===== config.mk =====
export PLATFORM = sky130hd
export DESIGN_NAME = seq_sample_averager
export DESIGN_NICKNAME = d
export VERILOG_FILES = /design/src/rtl/avg_pkg.sv /design/src/rtl/avg_ctrl.sv /design/src/rtl/avg_accum.sv /design/src/rtl/avg_counter.sv /design/src/rtl/avg_mean_sel.sv /design/src/rtl/seq_sample_averager.sv
export SDC_FILE = /design/constraint.sdc
export NUM_CORES = 1
export LEC_CHECK = 0
export BUFFER_PORTS_ARGS = -buffer_cell sky130_fd_sc_hd__buf_4
export CORE_MARGIN = 2
export CORE_UTILIZATION = 50
export DETAILED_ROUTE_END_ITERATION = 8
export PLACE_DENSITY = 0.74
export SLEW_MARGIN = 0
export SYNTH_ARGS = -nofsm -noshare
export SYNTH_HDL_FRONTEND = slang
export SYNTH_SLANG_ARGS = --single-unit

===== constraint.sdc =====
create_clock -name clk -period 3.7 [get_ports clk]
set_input_delay 0 -clock clk [delete_from_list [all_inputs] [get_ports clk]]
set_output_delay 0 -clock clk [all_outputs]
set_load 0.02 [all_outputs]

===== src/rtl/avg_pkg.sv =====
package avg_pkg;

    // One-hot controller encoding. Bit k is state Sk.
    typedef enum logic [6:0] {
        ST_IDLE  = 7'b0000001,  // S0
        ST_CLEAR = 7'b0000010,  // S1
        ST_DONE  = 7'b0000100,  // S2
        ST_ADD   = 7'b0001000,  // S3
        ST_WAIT  = 7'b0010000,  // S4
        ST_FETCH = 7'b0100000,  // S5
        ST_STEP  = 7'b1000000   // S6
    } ctrl_state_t;

    // Control strobes from the controller to the datapath.
    typedef struct packed {
        logic clear;
        logic add;
        logic fetch;
        logic step;
        logic done;
    } ctrl_cmd_t;

endpackage


===== src/rtl/avg_ctrl.sv =====
module avg_ctrl
    import avg_pkg::*;
(
    input  logic        clk,
    input  logic        rst,
    input  logic        start_i,
    input  logic        last_i,
    output ctrl_state_t state_o,
    output ctrl_cmd_t   cmd_o
);

    ctrl_state_t state_q;
    ctrl_state_t state_d;

    // State register
    always_ff @(posedge clk) begin
        if (rst) state_q <= ST_IDLE;
        else     state_q <= state_d;
    end

    // Next-state logic
    always_comb begin
        state_d = ST_IDLE;
        unique case (state_q)
            ST_IDLE:  state_d = start_i ? ST_CLEAR : ST_IDLE;
            ST_CLEAR: state_d = ST_ADD;
            ST_ADD:   state_d = ST_WAIT;
            ST_WAIT:  state_d = ST_FETCH;
            ST_FETCH: state_d = last_i ? ST_DONE : ST_STEP;
            ST_STEP:  state_d = ST_ADD;
            ST_DONE:  state_d = ST_IDLE;
            default:  state_d = ST_IDLE;
        endcase
    end

    // Control strobes: each acts on the edge that leaves its state
    always_comb begin
        cmd_o = '0;
        unique case (state_q)
            ST_CLEAR: cmd_o.clear = 1'b1;
            ST_ADD:   cmd_o.add   = 1'b1;
            ST_FETCH: cmd_o.fetch = 1'b1;
            ST_STEP:  cmd_o.step  = 1'b1;
            ST_DONE:  cmd_o.done  = 1'b1;
            default:  cmd_o       = '0;
        endcase
    end

    assign state_o = state_q;

endmodule


===== src/rtl/avg_accum.sv =====
module avg_accum #(
    parameter int SAMPLE_W = 8,
    parameter int SUM_W    = 12
) (
    input  logic                clk,
    input  logic                rst,
    input  logic                clear_i,
    input  logic                add_i,
    input  logic [SAMPLE_W-1:0] sample_i,
    output logic [SUM_W-1:0]    sum_o
);

    logic [SUM_W-1:0] sum_q;
    logic [SUM_W-1:0] addend;

    // Zero-extend the sample to the width of the running sum
    assign addend = SUM_W'(sample_i);

    always_ff @(posedge clk) begin
        if (rst || clear_i) sum_q <= '0;
        else if (add_i)     sum_q <= sum_q + addend;
    end

    assign sum_o = sum_q;

endmodule


===== src/rtl/avg_counter.sv =====
module avg_counter #(
    parameter int COUNT = 16
) (
    input  logic clk,
    input  logic rst,
    input  logic clear_i,
    input  logic step_i,
    output logic last_o
);

    localparam int CNT_W = (COUNT > 2) ? $clog2(COUNT) : 1;
    localparam logic [CNT_W-1:0] TERMINAL = CNT_W'(COUNT - 1);

    // Counts completed loop passes. The terminal flag is tested in FETCH,
    // after the add of the current pass.
    logic [CNT_W-1:0] cnt_q;

    always_ff @(posedge clk) begin
        if (rst || clear_i) cnt_q <= '0;
        else if (step_i)    cnt_q <= cnt_q + 1'b1;
    end

    assign last_o = (cnt_q == TERMINAL);

endmodule


===== src/rtl/avg_mean_sel.sv =====
module avg_mean_sel #(
    parameter int SAMPLE_W = 8,
    parameter int SUM_W    = 12
) (
    input  logic [SUM_W-1:0]    sum_i,
    output logic [SAMPLE_W-1:0] mean_o
);

    // Taking the top bits divides by 2**(SUM_W-SAMPLE_W)
    assign mean_o = sum_i[SUM_W-1 -: SAMPLE_W];

endmodule


===== src/rtl/seq_sample_averager.sv =====
module seq_sample_averager
    import avg_pkg::*;
#(
    parameter int SAMPLE_W     = 8,
    parameter int SAMPLE_COUNT = 16
) (
    input  logic                clk,
    input  logic                rst,
    input  logic                start_i,
    input  logic [SAMPLE_W-1:0] sample_i,
    output logic                fetch_o,
    output logic                done_o,
    output logic [SAMPLE_W-1:0] mean_o
);

    localparam int SHIFT = $clog2(SAMPLE_COUNT);
    localparam int SUM_W = SAMPLE_W + SHIFT;

    ctrl_state_t      state_q;
    ctrl_cmd_t        cmd;
    logic             last_pass;
    logic [SUM_W-1:0] sum_q;

    avg_ctrl u_ctrl (
        .clk     (clk),
        .rst     (rst),
        .start_i (start_i),
        .last_i  (last_pass),
        .state_o (state_q),
        .cmd_o   (cmd)
    );

    avg_accum #(.SAMPLE_W(SAMPLE_W), .SUM_W(SUM_W)) u_accum (
        .clk      (clk),
        .rst      (rst),
        .clear_i  (cmd.clear),
        .add_i    (cmd.add),
        .sample_i (sample_i),
        .sum_o    (sum_q)
    );

    avg_counter #(.COUNT(SAMPLE_COUNT)) u_count (
        .clk     (clk),
        .rst     (rst),
        .clear_i (cmd.clear),
        .step_i  (cmd.step),
        .last_o  (last_pass)
    );

    avg_mean_sel #(.SAMPLE_W(SAMPLE_W), .SUM_W(SUM_W)) u_sel (
        .sum_i  (sum_q),
        .mean_o (mean_o)
    );

    assign fetch_o = cmd.fetch;
    assign done_o  = cmd.done;

endmodule


# Word level (Yosys, flattened, before mapping)
# Cells that the tools add are included.
dict set report op_classes {
  reduce_logical 2
  n_eq_ne 8
  n_mux 8
  addsub 2
}
# operator n
set ops {}
lappend ops {{7-bit case mux with 5 select lines} 1}
lappend ops {{12-bit by 8-bit adder with 12-bit output} 1}
lappend ops {{7-bit by 1-bit == test with 1-bit output, second input constant} 1}
lappend ops {{7-bit by 2-bit == test with 1-bit output, second input constant} 1}
lappend ops {{7-bit by 3-bit == test with 1-bit output, second input constant} 1}
lappend ops {{7-bit by 4-bit == test with 1-bit output, second input constant} 1}
lappend ops {{7-bit by 5-bit == test with 1-bit output, second input constant} 1}
lappend ops {{7-bit by 6-bit == test with 1-bit output, second input constant} 1}
lappend ops {{7-bit == test, second input constant} 1}
lappend ops {{7-bit 2-to-1 mux} 1}
lappend ops {{1-bit 2-to-1 mux} 5}
lappend ops {{4-bit by 1-bit adder with 4-bit output, second input constant} 1}
lappend ops {{4-bit == test, second input constant} 1}
lappend ops {{2-bit 2-to-1 mux} 1}
lappend ops {{2-bit OR reduction} 1}
lappend ops {{1-bit logical OR} 1}
dict set report word_totals {
  output_inout_bits 10
  in_bits 11
  ff_bits 23
}

# Depth between registers and ports, before layout
# Gate-level depths: netlist (run 1).
dict set report depth {
  depth_word 3
  ltp_mapped 8
}

# Cells and area by module
# A second synthesis (run 1) with hierarchy kept.
dict set report hier_totals {
  cells_unflattened 163
  hier_area_um2 1508.9
}
# mod cells_each n_inst seq_area_each_um2 area_each_um2
set by_module_without_submodules {}
lappend by_module_without_submodules {avg_accum 93 1 240.2 830.8}
lappend by_module_without_submodules {avg_ctrl 44 1 140.1 424.2}
lappend by_module_without_submodules {avg_counter 18 1 80.1 193.9}
lappend by_module_without_submodules {avg_mean_sel 8 1 0.0 60.1}

# Worst setup path before layout (run 1)
# No wires, ideal clock.
dict set report synth_timing {
  path_kind {register -> register}
  from {reg u_accum.sum_q[0] (netlist: u_accum.sum_o[0])}
  to {reg u_accum.sum_q[8] (netlist: u_accum.sum_o[8])}
  slack_ns 1.527
  t_arrival_ns 2.045
  path_buffers 0
  required_ns 3.572
  stages_incl_launch_ff 9
  period_less_slack_ns 2.173
  setup_ns 0.128
  path_cell_list {dfxtp_1 ha_1 fa_1 a211oi_1 nor3_1 a2111oi_1 nor3_1 xnor2_1 nor2_1}
}
dict set report synth_via {
  elab_chain_len 1
}
# item line
set synth_lines {}
lappend synth_lines {{from (decl)} avg_accum.sv:13} ;# logic [SUM_W-1:0] sum_q;
lappend synth_lines {{from (signal assigned)} avg_accum.sv:21} ;# else if (add_i) sum_q <= sum_q + addend;
lappend synth_lines {{12-bit by 8-bit adder with 12-bit output} avg_accum.sv:21}
# No other way between the ends.
# A chain may end at the register's enable or synchronous reset.

# Worst setup path in the final report (run 1)
# Same ends and word-level chain as after synthesis.

==> results.sh, run 1 <==
export IMPL_synth_edf_count=0
export IMPL_end_kind="flop"
export IMPL_clock_fmax_ghz=0.4160
export IMPL_numPortBuffers=20
export IMPL_leakage_nw=0.6645
export IMPL_ys_ff_latch=23
export IMPL_power_density_nw_per_um2=274.5
export IMPL_avgViaCountPerCell=5.616
export IMPL_cap_violations=0
export IMPL_synth_distinct_cells=38
export IMPL_rsz0062_at_grt="no"
export IMPL_antenna_found_initial=0
export IMPL_path_max_fanout=3
export IMPL_synth_commonest_cells="23 x dfxtp_1, 18 x nand2_1, 18 x nor2_1, 14 x a21oi_1, 9 x ha_1"
export IMPL_hpwlAfterDp_um=2086
export IMPL_start_kind="flop"
export IMPL_dr_first_iter_drc_count=21
export IMPL_die_width_um=56.16
export IMPL_core_sq_um=2522
export IMPL_drt_total_wl_um=2739
export IMPL_cts_tree="yes"
export IMPL_path_clk_slew_ns=0.13
export IMPL_die_h_um=56.16
export IMPL_slew_headroom_pct=63.52
export IMPL_ant_nets=0
export IMPL_syn_nets=179
export IMPL_setup_worst_path_class="reg2reg"
export IMPL_finClkSkew_ns=0.001148
export IMPL_ys_seq_area_share_pct=33.85
export IMPL_cts_buffer_depth=2
export IMPL_drive_above_1_share_pct=19.08
export IMPL_grt_first_pass_wirelength_um=4871
export IMPL_hold_slack_ns=0.04861
export IMPL_synth_ff_type="dfxtp_1"
export IMPL_firstDrtPassIters=4
export IMPL_wl_per_cell_um=13.49
export IMPL_fin_util_pct=60.22
export IMPL_power_w=0.0004170
export IMPL_synth_top_cell_area_share_pct=33.85
export IMPL_period_share_pct=64.96
export IMPL_synth_most_common_cell="dfxtp_1"
export IMPL_die_area_sq_um=3153
export IMPL_postCtsSetupBuffers=0
export IMPL_vias=1140
export IMPL_fin_cells=203
export IMPL_yosys_warnings=0
export IMPL_min_period_ns=2.404
export IMPL_drcViolationCount=0
export IMPL_status="completed"
export IMPL_gp_congestion=0.8718
export IMPL_crit_required_ns=3.92
export IMPL_syn_area_per_cell_sq_um=8.608
export IMPL_numCtsBuffers=3
export IMPL_setup_viol_count_final=0
export IMPL_report_final_slew_viol_count=0
export IMPL_rows=18
export IMPL_clock_sinks=23
export IMPL_peakVddDrop_mv=0.2574
export IMPL_cts_root_buffer="clkbuf_4"
export IMPL_overflow=0
export IMPL_setup_tns_ns=0
export IMPL_grt_max_degree=17
export IMPL_grt_pass1_vias=1135
export IMPL_synthTopCellsByArea="dfxtp_1 34%, ha_1 8.3%, a21oi_1 5.2%, xnor2_1 5.2%, nand2_1 5.0%"
export IMPL_nNetsFinal=195
export IMPL_hp_class="in2reg"
export IMPL_initial_core_util_pct=53.92
export IMPL_ios=21
export IMPL_arrival_ns=2.62
export IMPL_async_flop_share_pct=0
export IMPL_synth_cells=158
export IMPL_clock_latency_ns=0.31
export IMPL_areaGrowthSynthToFinish_pct=11.68
export IMPL_yosysTopAreaCell="dfxtp_1"
export IMPL_htree_num_levels=1
export IMPL_finalHoldViolations=0
export IMPL_diodes=0
export IMPL_grt_usage_pct=19.07
export IMPL_synth_area_sq_um=1360
export IMPL_worstMarginPinSlew_ns=0.5459
export IMPL_place_inst=198
critical path: stages (launching register included):
cell       delay (ns)
dfxtp_1          0.34
ha_1             0.20
fa_1             0.44
a211oi_1         0.36
nor3_1           0.09
a2111oi_1        0.55
nor3_1           0.11
xnor2_1          0.15
nor2_1           0.05
sequential cells by signal, summed over array words and instances (netlist names):
| register | cells |
|---|---|
| u_accum.sum_o | 12 |
| u_ctrl.state_o | 7 |
| u_count.cnt_q | 4 |
logic make-up after synthesis:
group                    share of synthesized area (%)
XOR/XNOR                                         7.728
AO/OA/AOI/OAI                                    14.81
flip-flops                                       33.85
adder cells (fa/ha/maj)                          9.752
buffers and inverters                            5.428
multiplexers                                    0.7360
AND/OR/NAND/NOR                                  27.69
path summary, 6_finish.rpt:
check | to | startpoint | cells after the start | slack [ns]
setup / recovery | u_accum.sum_o[8] | u_accum.sum_o[0] | 8 | 1.30
hold / removal | u_accum.sum_o[0] | sample_i[0] | 4 | 0.05
setup reg to reg | u_accum.sum_o[8] | u_accum.sum_o[0] | 8 | 1.30
hold reg to reg | u_accum.sum_o[3] | u_accum.sum_o[3] | 2 | 0.47
report_power, final:
group / total, W / internal (W) / switching [W]
Sequential: 0.000253 / 0.000250 / 0.00000305
Combinational: 0.0000430 / 0.0000212 / 0.0000218
Clock: 0.000121 / 0.0000404 / 0.0000809
routing by layer:
layer	vias to the layer above	GRT usage [%]	wire, um
met2	16	32.94	1424
met1	542	22.93	1209
met4	0	8.503	12
met3	2	3.256	93
met5	-	0	0
li1	580	-	-
stage by stage:
stage,worst slack [ns],instance area [sq um]
detailed placement,1.331,1481
CTS,1.310,1519
finish,1.296,1519
global placement,1.407,1481
floorplan,1.527,1360
global route,1.079,1519
layout make-up:
cell class	instances	area [sq um]
well taps	30	37.54
flip-flops and latches	23	460.4
multi-input cells	124	825.8
repair buffers	22	167.7
clock inverters	1	5.005
fillers	232	1003
clock buffers	3	22.52
timing repair:
item / 4_1_cts / 5_1_grt
hold buffers: 1 / 0
endpoints found under the hold margin: 3 / 0
resized for setup: 0 / 0
cell usage in the layout (no fill, tap or decap), types with 2 or more instances in the layout:
cell,n
and4b_1,2
o21ai_1,2
xor2_1,4
clkbuf_4,3
o21bai_1,3
and3_1,3
xnor2_1,8
nand4_1,2
nor2_1,18
nand2_1,18
nand3_1,4
ha_1,9
nor3_1,5
a21oi_1,14
a21o_1,6
nand2b_1,2
a211oi_1,2
buf_4,21
dfxtp_1,23
o21ai_0,4
nor2b_1,2
No activity file was read; power rests on OpenSTA's default activity.
==> run 2: changes to the inputs <==
- clock period: 3.7 -> 2.5 ns (I/O delays scaled with it)
==> run 2 against run 1 <==
Routed wire length is 3.0% lower. Largest power group unchanged. Setup slack worse by 1.0 ns. Clock skew is 0.011 ns higher. Critical path type unchanged. Count of clock-buffer cells in the layout is 1 higher. Highest routed layer unchanged.
==> results.sh, run 2 (synthesis gave the netlist of run 1 again) <==
export IMPL_status="completed"
export IMPL_core_sq_um=2522
export IMPL_areaGrowthSynthToFinish_pct=11.96
export IMPL_dr_first_iter_drc_count=25
export IMPL_hpwlAfterDp_um=1994
export IMPL_path_clk_slew_ns=0.12
export IMPL_period_share_pct=89.90
export IMPL_hold_path_end="u_accum.sum_o[0]"
export IMPL_reg2reg_depth=8
export IMPL_die_area_sq_um=3153
export IMPL_drcViolationCount=0
export IMPL_peakVddDrop_mv=0.3370
export IMPL_crit_buf_inv=0
export IMPL_setup_worst_path_class="reg2reg"
export IMPL_numCtsBuffers=3
export IMPL_multiInputGateArea_sq_um=830.8
export IMPL_worst_hold_path_num_cells=4
export IMPL_clock_latency_ns=0.31
export IMPL_wl_per_cell_um=13.08
export IMPL_avgViaCountPerCell=5.665
export IMPL_cts_tree="yes"
export IMPL_holdCritStartpoint="sample_i[0]"
export IMPL_slew_headroom_pct=73.90
export IMPL_grt_pass1_vias=1074
export IMPL_path_common_cell="nor3_1"
export IMPL_critPathSlowestCell="a2111oi_2"
export IMPL_grt_first_pass_wirelength_um=4581
export IMPL_nNetsFinal=195
export IMPL_postCtsSetupBuffers=0
export IMPL_die_h_um=56.16
export IMPL_clock_sinks=23
export IMPL_rsz0062_at_grt="no"
export IMPL_cap_violations=0
export IMPL_start_kind="flop"
export IMPL_numPortBuffers=20
export IMPL_diodes=0
export IMPL_hp_class="in2reg"
export IMPL_vias=1150
export IMPL_path_max_fanout=3
export IMPL_worstMarginPinSlew_ns=0.3907
export IMPL_leakage_nw=0.6637
export IMPL_grt_usage_pct=18.02
export IMPL_firstDrtPassIters=4
export IMPL_die_width_um=56.16
export IMPL_antenna_found_initial=0
export IMPL_end_kind="flop"
export IMPL_fillCellCount=233
export IMPL_min_period_ns=2.248
export IMPL_overflow=0
export IMPL_power_density_nw_per_um2=400.7
export IMPL_cts_buffer_depth=2
export IMPL_r2r_end="u_accum.sum_o[8]"
export IMPL_htree_num_levels=1
export IMPL_rrSetupSlack_ns=0.25
export IMPL_report_final_slew_viol_count=0
export IMPL_arrival_ns=2.45
export IMPL_setup_viol_count_final=0
export IMPL_grt_max_degree=17
export IMPL_crit_chain="ha_1 -> fa_1 -> a211oi_1 -> nor3_1 -> a2111oi_2 -> nor3_1 -> xnor2_1 -> nor2_1"
export IMPL_mostFrequentLayoutCell="dfxtp_1"
export IMPL_finalHoldViolations=0
export IMPL_cts_root_buffer="clkbuf_4"
export IMPL_final_cell_mix="23 x dfxtp_1, 21 x buf_4, 18 x nor2_1, 18 x nand2_1, 14 x a21oi_1"
export IMPL_cp_top_family="compound AO/OA/AOI/OAI gates"
export IMPL_critPathMaxStageDelay_ns=0.44
export IMPL_initial_core_util_pct=53.92
export IMPL_ios=21
export IMPL_ff_latch_area_sq_um=460.4
export IMPL_r2r_start="u_accum.sum_o[0]"
export IMPL_rows=18
export IMPL_place_inst=198
export IMPL_largest_reg_flops=12
export IMPL_fin_cells=203
export IMPL_clock_fmax_ghz=0.4449
export IMPL_finClkSkew_ns=0.01229
export IMPL_ant_nets=0
export IMPL_gp_congestion=0.8417
export IMPL_crit_required_ns=2.70
export IMPL_setup_tns_ns=0
export IMPL_drt_total_wl_um=2656
export IMPL_drive_above_1_share_pct=19.08
run 2: cell count changes in the layout (fill, tap and decap cells not counted), sizes merged:
cell	delta
clkbuf	+1
clkinv	-1
run 2: per-stage QoR:
stage               worst slack (ns)  utilization [%]  hold WS [ns]  total power [W]  cell area (sq um)
finish                        0.2525            60.37       0.06054        0.0006102               1523
global route                 0.05187            60.37       0.06796        0.0006408               1523
CTS                           0.1388            60.17       0.05251        0.0006165               1518
detailed placement            0.1699            58.73        0.2023        0.0004437               1481
global placement              0.2073            58.73        0.1979        0.0004422               1481
floorplan                     0.3270                -       0.07238        0.0004206               1360
run 2: worst max path at each step:
stage                           from               end  slack, ns  cells after the start
detailed placement  u_accum.sum_o[0]  u_accum.sum_o[8]       0.17                      8
finish              u_accum.sum_o[0]  u_accum.sum_o[8]       0.25                      8
CTS                 u_accum.sum_o[0]  u_accum.sum_o[8]       0.14                      8
floorplan           u_accum.sum_o[0]  u_accum.sum_o[8]       0.33                      8
global route        u_accum.sum_o[0]  u_accum.sum_o[8]       0.05                      8
global placement    u_accum.sum_o[0]  u_accum.sum_o[8]       0.21                      8
run 2: final cells by class:
class	count	share of cell area, %
multi-input combinational	124	54.56
sequential	23	30.24
tap	30	2.465
clock buffer	4	1.726
timing repair buffer	22	11.01
run 2: power by group:
| part | switching (W) | leakage [nW] | internal, W |
|---|---|---|---|
| sequential | 0.00000443 | 0.186 | 0.000369 |
| combinational | 0.0000322 | 0.463 | 0.0000315 |
| clock | 0.000110 | 0.0150 | 0.0000623 |
| total | 0.000147 | 0.664 | 0.000463 |
run 2: layer usage:
| metal | vias up | GRT usage [%] | share of wire (%) |
|---|---|---|---|
| met5 | - | 0 | 0 |
| met4 | 0 | 6.122 | 1.4 |
| met3 | 4 | 2.326 | 4.1 |
| met2 | 21 | 31.60 | 50 |
| met1 | 550 | 22.54 | 44 |
| li1 | 575 | - | - |
run 2: worst reg2reg max path: stages (launching register included):
cell and delay, ns:
dfxtp_1 0.33, ha_1 0.20, fa_1 0.43, a211oi_1 0.34, nor3_1 0.10, a2111oi_2 0.44, nor3_1 0.10, xnor2_1 0.14
nor2_1 0.05
run 2: what timing repair did:
item                       in CTS  in global routing
hold endpoints to repair        3                  0
setup endpoints to repair       0                  2
hold buffers                    1                  0
gates resized for setup         0                  1
==> run 3: changes to the inputs <==
- ABC_AREA: default -> 1
- PLACE_DENSITY: 0.74 -> 0.73
- SYNTH_HIERARCHICAL: default -> 1
==> run 3 against run 2 <==
The flow now finishes with violations (design-rule violations). Setup slack better by 0.52 ns. Sequential power about the same. Die area up 10%. Critical path type unchanged. Largest power group unchanged. Highest routed layer unchanged.
==> results.sh, run 3 <==
export IMPL_htree_num_levels=1
export IMPL_overflow=0
export IMPL_synth_distinct_cells=26
export IMPL_yosys_area_share_simple_pct=40.89
export IMPL_synth_cells=218
export IMPL_yosysTopAreaCell="dfxtp_1"
export IMPL_path_clk_slew_ns=0.13
export IMPL_clock_sinks=23
export IMPL_ys_seq_area_share_pct=30.46
export IMPL_start_kind="flop"
export IMPL_vias=1284
export IMPL_crit_required_ns=2.71
export IMPL_initial_core_util_pct=53.88
export IMPL_hold_buffers=2
export IMPL_die_h_um=58.98
export IMPL_async_flop_share_pct=0
export IMPL_grt_max_degree=13
export IMPL_clock_latency_ns=0.32
export IMPL_drive_above_1_share_pct=21.70
export IMPL_hp_class="in2reg"
export IMPL_synth_ff_type="dfxtp_1"
export IMPL_synth_adder_area_share_pct=8.775
export IMPL_setup_worst_path_class="reg2reg"
export IMPL_arrival_ns=1.94
export IMPL_drt_total_wl_um=2716
export IMPL_final_cell_mix="48 x nand2_1, 32 x nor2_1, 25 x inv_1"
export IMPL_cts_tree="yes"
export IMPL_numPortBuffers=20
export IMPL_dr_first_iter_drc_count=89
export IMPL_leakage_nw=0.8578
export IMPL_ys_ff_latch=23
export IMPL_syn_area_per_cell_sq_um=6.933
export IMPL_clock_fmax_ghz=0.5785
export IMPL_cts_root_buffer="clkbuf_4"
export IMPL_diodes=0
export IMPL_setup_tns_ns=0
export IMPL_stdcell_area_sq_um=1682
export IMPL_rows=19
export IMPL_wl_per_cell_um=10.21
export IMPL_finalHoldViolations=0
export IMPL_hold_slack_ns=0.08329
export IMPL_period_share_pct=69.14
export IMPL_setup_viol_count_final=0
export IMPL_gp_congestion=0.8000
export IMPL_hpwlAfterDp_um=2143
export IMPL_synth_top_family_by_area="simple AND/OR/NAND/NOR gates"
export IMPL_synth_top_cell_area_share_pct=30.46
export IMPL_avgViaCountPerCell=4.827
export IMPL_placed_cell_area_sq_um=1635
export IMPL_cap_violations=0
export IMPL_grt_pass1_vias=1172
export IMPL_finClkSkew_ns=0.01108
export IMPL_peakVddDrop_mv=0.2810
export IMPL_cts_buffer_depth=2
export IMPL_synth_compound_area_share_pct=7.202
export IMPL_largest_reg_flops=12
export IMPL_core_sq_um=2805
export IMPL_firstDrtPassIters=6
export IMPL_slew_headroom_pct=68.76
export IMPL_status="finished with violations"
export IMPL_grt_usage_pct=17.90
export IMPL_die_area_sq_um=3479
export IMPL_die_width_um=58.98
export IMPL_numCtsBuffers=3
export IMPL_cts_resized=0
export IMPL_ant_nets=0
export IMPL_power_density_nw_per_um2=375.6
export IMPL_synth_commonest_cells="48 x nand2_1, 32 x nor2_1, 25 x inv_1, 23 x dfxtp_1, 20 x nand3_1"
export IMPL_syn_nets=239
export IMPL_synth_xor_area_share_pct=1.159
export IMPL_synthTopCellsByArea="dfxtp_1 30%, nand2_1 12%, nor2_1 7.9%, ha_1 7.5%, nand3_1 6.6%"
export IMPL_postCtsSetupBuffers=0
export IMPL_synth_edf_count=0
export IMPL_synthMuxAreaShare_pct=0
export IMPL_synth_area_sq_um=1511
export IMPL_end_kind="flop"
export IMPL_min_period_ns=1.728
export IMPL_report_final_slew_viol_count=0
export IMPL_areaGrowthSynthToFinish_pct=11.26
export IMPL_worstMarginPinSlew_ns=0.4681
export IMPL_drcViolationCount=2
export IMPL_path_max_fanout=12
export IMPL_nNetsFinal=257
export IMPL_ios=21
export IMPL_violations="design-rule violations"
export IMPL_rsz0062_at_grt="no"
export IMPL_grt_first_pass_wirelength_um=4795
export IMPL_synth_most_common_cell="nand2_1"
export IMPL_yosys_warnings=6
export IMPL_rrSetupSlack_ns=0.77
export IMPL_mostFrequentLayoutCell="nand2_1"
export IMPL_antenna_found_initial=0
[run 3: cell types whose count changed after synthesis, sizes merged, moves of 6 or more]
| cell | previous run | this run |
|---|---|---|
| nand2 | 19 | 54 |
| nor2 | 18 | 44 |
| inv | 0 | 27 |
| nand3 | 4 | 23 |
| a21o | 6 | 0 |
| xnor2 | 8 | 0 |
[run 3: final timing paths]
kind | to | from | cells after the start
setup / recovery | u_accum/sum_o[2] | u_ctrl/state_o[0] | 7
hold / removal | u_accum/sum_o[0] | sample_i[0] | 4
setup reg to reg | u_accum/sum_o[2] | u_ctrl/state_o[0] | 7
hold reg to reg | u_accum/sum_o[0] | u_accum/sum_o[0] | 2
[run 3: power by group]
part           internal (W)  switching [W]   total, W
clock             0.0000624       0.000110   0.000173
combinational     0.0000348      0.0000493  0.0000841
sequential         0.000371     0.00000384   0.000375
total              0.000468       0.000163   0.000632
[run 3: cell type report]
class | count | area, sq um
timing repair buffer | 23 | 177.7
sequential | 23 | 460.4
fill | 279 | 1124
clock buffer | 4 | 26.28
multi-input combinational | 158 | 877.1
inverter | 27 | 101.3
tap | 31 | 38.79
[run 3: cells by family (layout without fill, tap and decap cells)]
group	after synthesis	after routing
AND/OR/NAND/NOR	128	128
buffers and inverters	37	54
flip-flops	23	23
AO/OA/AOI/OAI	18	18
adder cells (fa/ha/maj)	10	10
XOR/XNOR	2	2
[run 3: routing by layer]
| layer | vias up | routed length (um) | track usage (%) | part of all wire [%] |
|---|---|---|---|---|
| met5 | - | 0 | 0 | 0 |
| li1 | 718 | - | - | - |
| met2 | 13 | 1269 | 30.00 | 47 |
| met4 | 0 | 44 | 6.818 | 1.6 |
| met3 | 5 | 86 | 3.275 | 3.2 |
| met1 | 548 | 1315 | 22.80 | 48 |
[run 3: worst max-delay path: stages, from the launching register on]
cell and delay (ns):
dfxtp_1 0.36, nor2_2 0.19, nand2_1 0.13, nor2_2 0.39, buf_4 0.25, inv_1 0.08, o21ai_0 0.18, inv_1 0.05
[run 3: stage by stage]
step / utilization (%) / instances / setup slack [ns] / total power (W)
detailed placement: 58.30 / 260 / 0.8066 / 0.0004644
CTS: 59.95 / 266 / 0.7479 / 0.0006481
global placement: 58.30 / 260 / 0.7901 / 0.0004647
finish: 59.95 / 266 / 0.7715 / 0.0006316
floorplan: - / 218 / 1.005 / 0.0004396
global route: 59.95 / 266 / 0.5985 / 0.0006728
